--- config.mk ---
export PLATFORM = sky130hd
export DESIGN_NAME = prot_latch_supervisor
export DESIGN_NICKNAME = d
export VERILOG_FILES = /design/src/rtl/prot_pkg.sv /design/src/rtl/prot_debounce.sv /design/src/rtl/prot_cause_pick.sv /design/src/rtl/prot_latch_supervisor.sv
export SDC_FILE = /design/constraint.sdc
export NUM_CORES = 1
export LEC_CHECK = 0
export BUFFER_PORTS_ARGS = -buffer_cell sky130_fd_sc_hd__clkbuf_2
export CAP_MARGIN = 20
export CORE_AREA = 2 2 99 92
export DETAILED_ROUTE_END_ITERATION = 7
export DIE_AREA = 0 0 101 94
export PLACE_DENSITY = 0.84
export SYNTH_ARGS = -nofsm -noshare
export SYNTH_HDL_FRONTEND = slang
export SYNTH_HIERARCHICAL = 1
export SYNTH_SLANG_ARGS = --single-unit
--- constraint.sdc ---
create_clock -name clk -period 2.5 [get_ports clk]
set_clock_uncertainty 0.1 [all_clocks]
set_input_delay 0.125 -clock clk [delete_from_list [all_inputs] [get_ports clk]]
set_output_delay 0.125 -clock clk [all_outputs]
set_load 0.03 [all_outputs]
--- src/rtl/prot_pkg.sv ---
package prot_pkg;

    typedef enum logic [1:0] {
        ST_RUN   = 2'd0,
        ST_BROWN = 2'd1,
        ST_LATCH = 2'd2
    } sup_state_t;

    localparam int CAUSE_W = 3;

    typedef enum logic [CAUSE_W-1:0] {
        CAUSE_NONE   = 3'd0,
        CAUSE_OVP    = 3'd1,
        CAUSE_RT_LOW = 3'd2,
        CAUSE_RT_WIN = 3'd3,
        CAUSE_SCP    = 3'd4,
        CAUSE_OLP    = 3'd5,
        CAUSE_OCP    = 3'd6
    } cause_t;

    // debounced latching sources, index i maps to cause code i+1
    localparam int NUM_DB   = 5;
    // all latching sources including the immediate over-current request
    localparam int NUM_TRIP = NUM_DB + 1;

endpackage

--- src/rtl/prot_debounce.sv ---
module prot_debounce #(
    parameter int unsigned LIMIT = 100
) (
    input  logic clk,
    input  logic rst_n,
    input  logic tick,
    input  logic cond,
    output logic trip
);
    localparam int unsigned CW = $clog2(LIMIT + 1);
    localparam logic [CW-1:0] LIM_V = CW'(LIMIT);

    logic [CW-1:0] cnt_q;

    always_ff @(posedge clk or negedge rst_n) begin
        if (!rst_n) begin
            cnt_q <= '0;
        end else if (!cond) begin
            cnt_q <= '0;
        end else if (tick && (cnt_q != LIM_V)) begin
            cnt_q <= cnt_q + 1'b1;
        end
    end

    assign trip = cond && (cnt_q == LIM_V);

endmodule

--- src/rtl/prot_cause_pick.sv ---
module prot_cause_pick
    import prot_pkg::*;
#(
    parameter int N = NUM_TRIP
) (
    input  logic [N-1:0]       trips,
    output logic               any_trip,
    output logic [CAUSE_W-1:0] code
);
    always_comb begin
        code = '0;
        for (int i = N - 1; i >= 0; i--) begin
            if (trips[i]) begin
                code = CAUSE_W'(i + 1);
            end
        end
    end

    assign any_trip = |trips;

endmodule

--- src/rtl/prot_latch_supervisor.sv ---
module prot_latch_supervisor
    import prot_pkg::*;
#(
    parameter int unsigned OVP_US      = 10,
    parameter int unsigned OTP_LOW_US  = 165,
    parameter int unsigned OTP_WARM_US = 14000,
    parameter int unsigned SCP_US      = 17000,
    parameter int unsigned OLP_US      = 55000,
    parameter int unsigned BROWN_US    = 100000
) (
    input  logic               clk,
    input  logic               rst_n,
    input  logic               us_tick,
    input  logic               rt_in_window,
    input  logic               rt_below_low,
    input  logic               fb_high,
    input  logic               vdd_scp_low,
    input  logic               vdd_ovp,
    input  logic               fb_open_loop,
    input  logic               ocp_req,
    input  logic               brown_low,
    input  logic               vdd_release,
    output logic               gate_en,
    output logic [CAUSE_W-1:0] fault_cause
);
    localparam int unsigned LIM_ARR [NUM_DB] = '{OVP_US, OTP_LOW_US, OTP_WARM_US, SCP_US, OLP_US};

    logic [NUM_DB-1:0]   db_cond;
    logic [NUM_TRIP-1:0] trips;
    logic                any_trip;
    logic [CAUSE_W-1:0]  pick_code;
    logic                brown_trip;

    assign db_cond = {fb_open_loop, (fb_high && vdd_scp_low), rt_in_window, rt_below_low, vdd_ovp};

    for (genvar g = 0; g < NUM_DB; g++) begin : g_db
        prot_debounce #(.LIMIT(LIM_ARR[g])) u_db (
            .clk   (clk),
            .rst_n (rst_n),
            .tick  (us_tick),
            .cond  (db_cond[g]),
            .trip  (trips[g])
        );
    end

    assign trips[NUM_TRIP-1] = ocp_req;

    prot_debounce #(.LIMIT(BROWN_US)) u_brown (
        .clk   (clk),
        .rst_n (rst_n),
        .tick  (us_tick),
        .cond  (brown_low),
        .trip  (brown_trip)
    );

    prot_cause_pick #(.N(NUM_TRIP)) u_pick (
        .trips    (trips),
        .any_trip (any_trip),
        .code     (pick_code)
    );

    sup_state_t         state_q, state_d;
    logic [CAUSE_W-1:0] cause_q, cause_d;

    always_ff @(posedge clk or negedge rst_n) begin
        if (!rst_n) begin
            state_q <= ST_RUN;
            cause_q <= '0;
        end else begin
            state_q <= state_d;
            cause_q <= cause_d;
        end
    end

    always_comb begin
        state_d = state_q;
        cause_d = cause_q;
        unique case (state_q)
            ST_RUN: begin
                if (any_trip) begin            // T_TRIP
                    state_d = ST_LATCH;
                    cause_d = pick_code;
                end else if (brown_trip) begin // T_BROWN
                    state_d = ST_BROWN;
                end
            end
            ST_BROWN: begin
                if (any_trip) begin            // T_TRIP
                    state_d = ST_LATCH;
                    cause_d = pick_code;
                end else if (!brown_low) begin // T_RECOVER
                    state_d = ST_RUN;
                end
            end
            ST_LATCH: begin
                if (vdd_release) begin         // T_RELEASE
                    state_d = ST_RUN;
                    cause_d = '0;
                end
            end
            default: begin
                state_d = ST_LATCH;
                cause_d = CAUSE_W'(CAUSE_OVP);
            end
        endcase
    end

    always_comb begin
        gate_en     = (state_q == ST_RUN);
        fault_cause = cause_q;
    end

endmodule

==> results.cfg, run 1 <==
[status]
status = complete, no violations

[critical_path]
cp.arrival_ps = 2620
cp-end-kind = flop
crit_buf_inv = 1
crit_path_end = fault_cause[0]
critical_path.max_stage_delay_ps = 570
cp_max_fo = 4
reg2regPathDepth = 8
cp-start-kind = flop
reg2reg_from = g_db[3].u_db/cnt_q[12]
r2r_slack_ps = 50
r2r-end = fault_cause[0]
cp_slowest_cell = or4_4
required_ps = 2670
worstSetupPathType = flop to flop
path_depth = 8
startpoint = g_db[3].u_db/cnt_q[12]
crit_top_cell = or4_4
crit_family = simple AND/OR/NAND/NOR gates
cp_cell_sequence = or4_4 > or4_4 > nor2_4 > nor3_2 > nand3b_1 > buf_4 > a211oi_1 > a31oi_1

[cells_and_area]
final_area_um2 = 5190
n_fill_cell = 684
nets = 543
area_growth_pct = 14.3
regArea_um2 = 1980
layout.cells.non_filler = 625
multi_input_area_um2 = 2440
drive_above_1_share_pct = 16.1
diodes = 0

[route]
firstDrtPassIters = 5
vias = 3758
route.detailed.drc = 0
drt_iter0_markers = 297
wirelength_mm = 9.80
vias_per_cell = 6.01
drt-wirelength-per-cell_um = 15.7
antenna_left = 0

[floorplanning]
die-area_um2 = 9490
io_pins = 16
fp-row-count = 32
core-area_um2 = 8410
die_height_um = 94
fp.dieW_um = 101
initial_core_util_pct = 54.0

[sta]
max_freq_mhz = 408
setup_slack_ps = 48.3
worstMarginPinSlew_ps = 614
layout_min_cycle_time_ps = 2450
fin_crit_sh_pct = 98.1
grt_setup_unrepaired = yes
hold_viol = 0
tns_ps = 0
relSlewSlack_pct = 59.0
slew_violations = 0
setup_violations = 0

[grt]
grt_max_degree = 80
grt_pass1_wl_mm = 17.4
grt-ovfl-total = 0
grt_pass1_vias = 3691
antenna_found_initial = 0
grt_usage_pct = 23.0

[cts]
ctsHtreeMaxLevel = 3
clk_latency_ps = 350
clockBufferDepth = 2
clock_sinks = 79
cts_buffers = 9
path_clk_slew_ps = 80
cts_root_buffer = clkbuf_8
cts_tree = done

[logic_synthesis]
netlist_top_cells_area = dfrtp_1 (44%), nand2_1 (4.1%), nand4_1 (3.9%)
synth_warnings = 6
ys_seq_area_share_pct = 43.6
synthesis.nets = 498
ys_async_sr_fraction_pct = 100
yosysUniqueCellTypes = 63
synth.cells.most_frequent = dfrtp_1 (79), nand2_1 (50), nor2_1 (37), nand4_1 (28), nand3_1 (23)
synth_area_leader_cell = dfrtp_1
syn_area_um2 = 4540
synth-edff-count = 0
ys.flop_type = dfrtp_1
ys_ff_latch = 79
syn_inst = 474
synth_top_area_share_pct = 43.6
avgSynthCellArea_um2 = 9.58
synth_most_common_cell = dfrtp_1

[power_and_ir_drop]
cellPowerDensity_nw_per_um2 = 505
p_leak_nw = 2.21
total_power_mw = 2.62
ir_drop_v = 0.000332

[placed_design]
post-dp-hpwl_mm = 6.67
dp_cells = 601
place_area_um2 = 4840
dp_slack_ps = -75.8
gp_congestion = 0.866
io_buffers = 15

[hold_path]
hold_class = primary input to async pin

[job]
drv_cap = 0
placed cells by master (no fill, tap or decap), types with 8 or more instances in the layout:
cell type  Yosys  routed
nand4_1       28      28
nor2_1        37      36
inv_1         21      21
clkbuf_2       0      14
and2_1        12      12
a21oi_1       14      14
or3_1         13      13
dfrtp_1       79      79
xnor2_1       19      19
ha_1          12      12
xor2_1        15      15
nor4_1        10      10
mux2i_1       14      14
clkbuf_8       0      10
o21ai_0       14      14
nand3_1       23      23
nand2_1       50      50
buf_4          0      25
nor3_1         9       8
cell type report:
cell class	count	share of cell area, %
Multi-Input combinational cell	361	47.0
Sequential cell	79	38.1
Timing Repair Buffer	46	6.66
Clock buffer	10	2.65
Tap cell	102	2.46
Inverter	22	1.59
Clock inverter	5	1.57
report_power, final:
group / total, mW / internal [mW] / switching, mW
Sequential: 1.34 / 1.30 / 0.0362
Combinational: 0.228 / 0.0815 / 0.146
Clock: 1.05 / 0.586 / 0.464
cell families (layout without fill, tap and decap cells):
family,after synthesis,after routing,share of synthesized area (%)
AO/OA/AOI/OAI,58,58,8.79
XOR/XNOR,34,34,6.56
adder cells (fa/ha/maj),12,12,3.31
buffers and inverters,34,83,3.42
flip-flops,79,79,43.6
multiplexers,15,15,3.34
AND/OR/NAND/NOR,242,242,31.0
repair_timing:
| item | 4_1_cts | 5_1_grt |
|---|---|---|
| cloned | 0 | 0 |
| hold endpoints to repair | 92 | 0 |
| endpoints found under the setup margin | 4 | 5 |
| pin swaps | 5 | 2 |
| hold buffers | 6 | 0 |
| buffers inserted | 2 | 0 |
| gates resized for setup | 4 | 2 |
flip-flops by register name, summed over array words and instances (netlist names):
register	cells
fault_cause	3
state_q	2
u_brown/cnt_q	17
g_db.u_db/cnt_q	57
per-layer routing:
metal / track usage (%) / vias to the layer above / share of wire, %
li1: - / 1807 / -
met1: 30.2 / 1824 / 45
met2: 37.8 / 111 / 49
met3: 6.25 / 16 / 5.3
met4: 6.08 / 0 / 1.6
met5: 0 / - / 0
through the flow:
stage	hold WS (ps)	utilization [%]
2_1_floorplan	-271	-
3_3_place_gp	240	57.5
3_5_place_dp	249	57.5
4_1_cts	143	61.3
5_1_grt	47.0	61.7
6_report	52.7	61.7
worst min-delay path by stage:
| stage | slack [ps] | end | cells after the start | start |
|---|---|---|---|---|
| 6_report | 50 | g_db[3].u_db/cnt_q[10] | 2 | rst_n |
| 5_1_grt | 50 | g_db[3].u_db/cnt_q[10] | 2 | rst_n |
| 4_1_cts | 140 | g_db[3].u_db/cnt_q[10] | 4 | vdd_scp_low |
| 3_5_place_dp | 250 | g_db[3].u_db/cnt_q[10] | 1 | rst_n |
| 3_3_place_gp | 240 | g_db[3].u_db/cnt_q[0] | 1 | rst_n |
| 2_1_floorplan | -270 | fault_cause[0] | 0 | rst_n |
Power figures use the tool's default switching activity.
==> run 2: changes to the inputs <==
Settings changed: CORE_AREA 2 2 99 92 to 2 2 97 90, DIE_AREA 0 0 101 94 to 0 0 99 92, PLACE_DENSITY 0.84 to 0.85, SYNTH_HIERARCHICAL 1 to unset.
==> run 2 against run 1 <==
Against the previous run:
- final area fell by 8.5%
- global-route usage down 3.1 points
- largest power group unchanged
- critical endpoint is now fault_cause[1]
- highest routed layer unchanged
- power down 8.8%
==> results.cfg, run 2 <==
[grt]
grt_pass1_wl_mm = 14.7
grt-ovfl-total = 0
grt_pass1_vias = 3274
grt_usage_pct = 19.9
antenna_found_initial = 0
grt_max_degree = 80

[logic_synthesis]
synth-edff-count = 0
syn_inst = 440
ys_async_sr_fraction_pct = 100
ys.flop_type = dfrtp_1
ys_ff_latch = 79
synth_area_leader_cell = dfrtp_1
netlist_top_cells_area = dfrtp_1 (45%), xnor2_1 (6.6%), and2_1 (5.9%)
yosysUniqueCellTypes = 57
ys_seq_area_share_pct = 45.3
avgSynthCellArea_um2 = 9.92
synthesis.nets = 464
syn_area_um2 = 4360
synth_warnings = 0
synth.cells.most_frequent = dfrtp_1 (79), and2_1 (41), nand2_1 (36), xnor2_1 (33), nand4_1 (25)
synth_most_common_cell = dfrtp_1
synth_top_area_share_pct = 45.3

[cells_and_area]
layout.cells.non_filler = 568
drive_above_1_share_pct = 9.66
final_common_cell = dfrtp_1
diodes = 0
nets = 485
area_growth_pct = 8.80
layout_common_cells = dfrtp_1 (79), and2_1 (41), nand2_1 (36)
n_fill_cell = 673
largest_register_ffs = 57
top_register = g_db.u_db.cnt_q

[route]
drt_iter0_markers = 209
firstDrtPassIters = 4
vias = 3246
wirelength_mm = 8.42
route.detailed.drc = 0
drt-wirelength-per-cell_um = 14.8
vias_per_cell = 5.71
antenna_left = 0

[cts]
cts_root_buffer = clkbuf_8
clock_sinks = 79
cts_setup_buffers = 0
cts_buffers = 9
cts_tree = done
clk_latency_ps = 360
clockBufferDepth = 2
hold_buffers = 3
path_clk_slew_ps = 80
ctsHtreeMaxLevel = 3
cts_resized = 0

[sta]
hold_ws_ps = 11.9
grt_setup_unrepaired = no
tns_ps = 0
relSlewSlack_pct = 64.8
max_freq_mhz = 425
fin_crit_sh_pct = 94.0
layout_min_cycle_time_ps = 2350
setup_violations = 0
slew_violations = 0
worstMarginPinSlew_ps = 520
hold_viol = 0

[critical_path]
cp_max_fo = 5
cp.arrival_ps = 2500
worstSetupPathType = flop to flop
cp-start-kind = flop
cp-end-kind = flop
required_ps = 2650

[power_and_ir_drop]
p_comb_share_pct = 9.6
ir_drop_v = 0.000289
cellPowerDensity_nw_per_um2 = 503
p_seq_share_pct = 56.3
power.switching_mw = 0.638
p_sw_share_pct = 26.7
power.internal_mw = 1.75
p_leak_nw = 2.14
p_clk_share_pct = 34.1

[job]
drv_cap = 0

[placed_design]
io_buffers = 15
gp_congestion = 0.806
dp_cells = 548
post-dp-hpwl_mm = 5.74

[floorplanning]
fp-row-count = 32
io_pins = 16
core-area_um2 = 8210
die-area_um2 = 9110
die_height_um = 92
fp.dieW_um = 99
initial_core_util_pct = 53.2

[status]
status = complete, no violations

[hold_path]
hold_class = primary input to async pin
==> run 2: final timing paths <==
kind	from	to	depth (start not counted)	slack, ps
hold / removal	rst_n	u_brown.cnt_q[9]	2	10
min in group clk	vdd_release	state_q[1]	3	20
hold reg to reg	g_db[2].u_db.cnt_q[13]	g_db[2].u_db.cnt_q[13]	2	430
setup / recovery	g_db[3].u_db.cnt_q[2]	fault_cause[1]	5	150
max in group asynchronous	rst_n	g_db[4].u_db.cnt_q[15]	3	1710
setup reg to reg	g_db[3].u_db.cnt_q[2]	fault_cause[1]	5	150
==> run 2: layout make-up <==
type | instances | area, um2 | area share, %
clock buffers | 12 | 135 | 2.85
clock inverters | 4 | 22.5 | 0.474
inverters | 23 | 86.3 | 1.82
multi-input cells | 326 | 2240 | 47.2
flip-flops and latches | 79 | 1980 | 41.6
well taps | 102 | 128 | 2.69
repair buffers | 22 | 158 | 3.32
==> run 2: worst max-delay path: stages (launching register included) <==
cell and delay [ps]:
dfrtp_1 440, or4b_4 590, or4_4 530, and2_4 160
a221o_1 300, o2bb2ai_1 120
==> run 2: power by group through the flow <==
stage	clock network, mW	logic, mW	registers [mW]
2_1_floorplan	0	0.120	1.38
3_3_place_gp	0	0.214	1.37
3_5_place_dp	0	0.222	1.37
4_1_cts	0.838	0.228	1.34
5_1_grt	0.895	0.260	1.35
6_report	0.815	0.229	1.34
==> run 2: cell families after synthesis <==
logic type	share of synthesized area, %
mux	1.38
flops	45.3
xor+xnor	10.6
simple gates	28.8
fa+ha+maj	3.44
buf+inv	3.33
compound gates	7.08
==> run 2: routing by layer <==
layer / global-route usage, % / up-vias / share of wire (%)
met5: 0 / - / 0
met1: 23.3 / 1604 / 43
met4: 6.16 / 0 / 1.5
met3: 5.72 / 14 / 3.1
met2: 35.3 / 49 / 53
li1: - / 1579 / -
==> run 2: through the flow <==
step                power (mW)  utilization (%)  cell area [um2]  worst slack [ps]
global route              2.50             57.8             4750              74.8
finish                    2.39             57.8             4750               150
detailed placement        1.59             55.2             4530               166
CTS                       2.41             57.5             4720               152
global placement          1.58             55.2             4530               212
floorplan                 1.50                -             4360               252
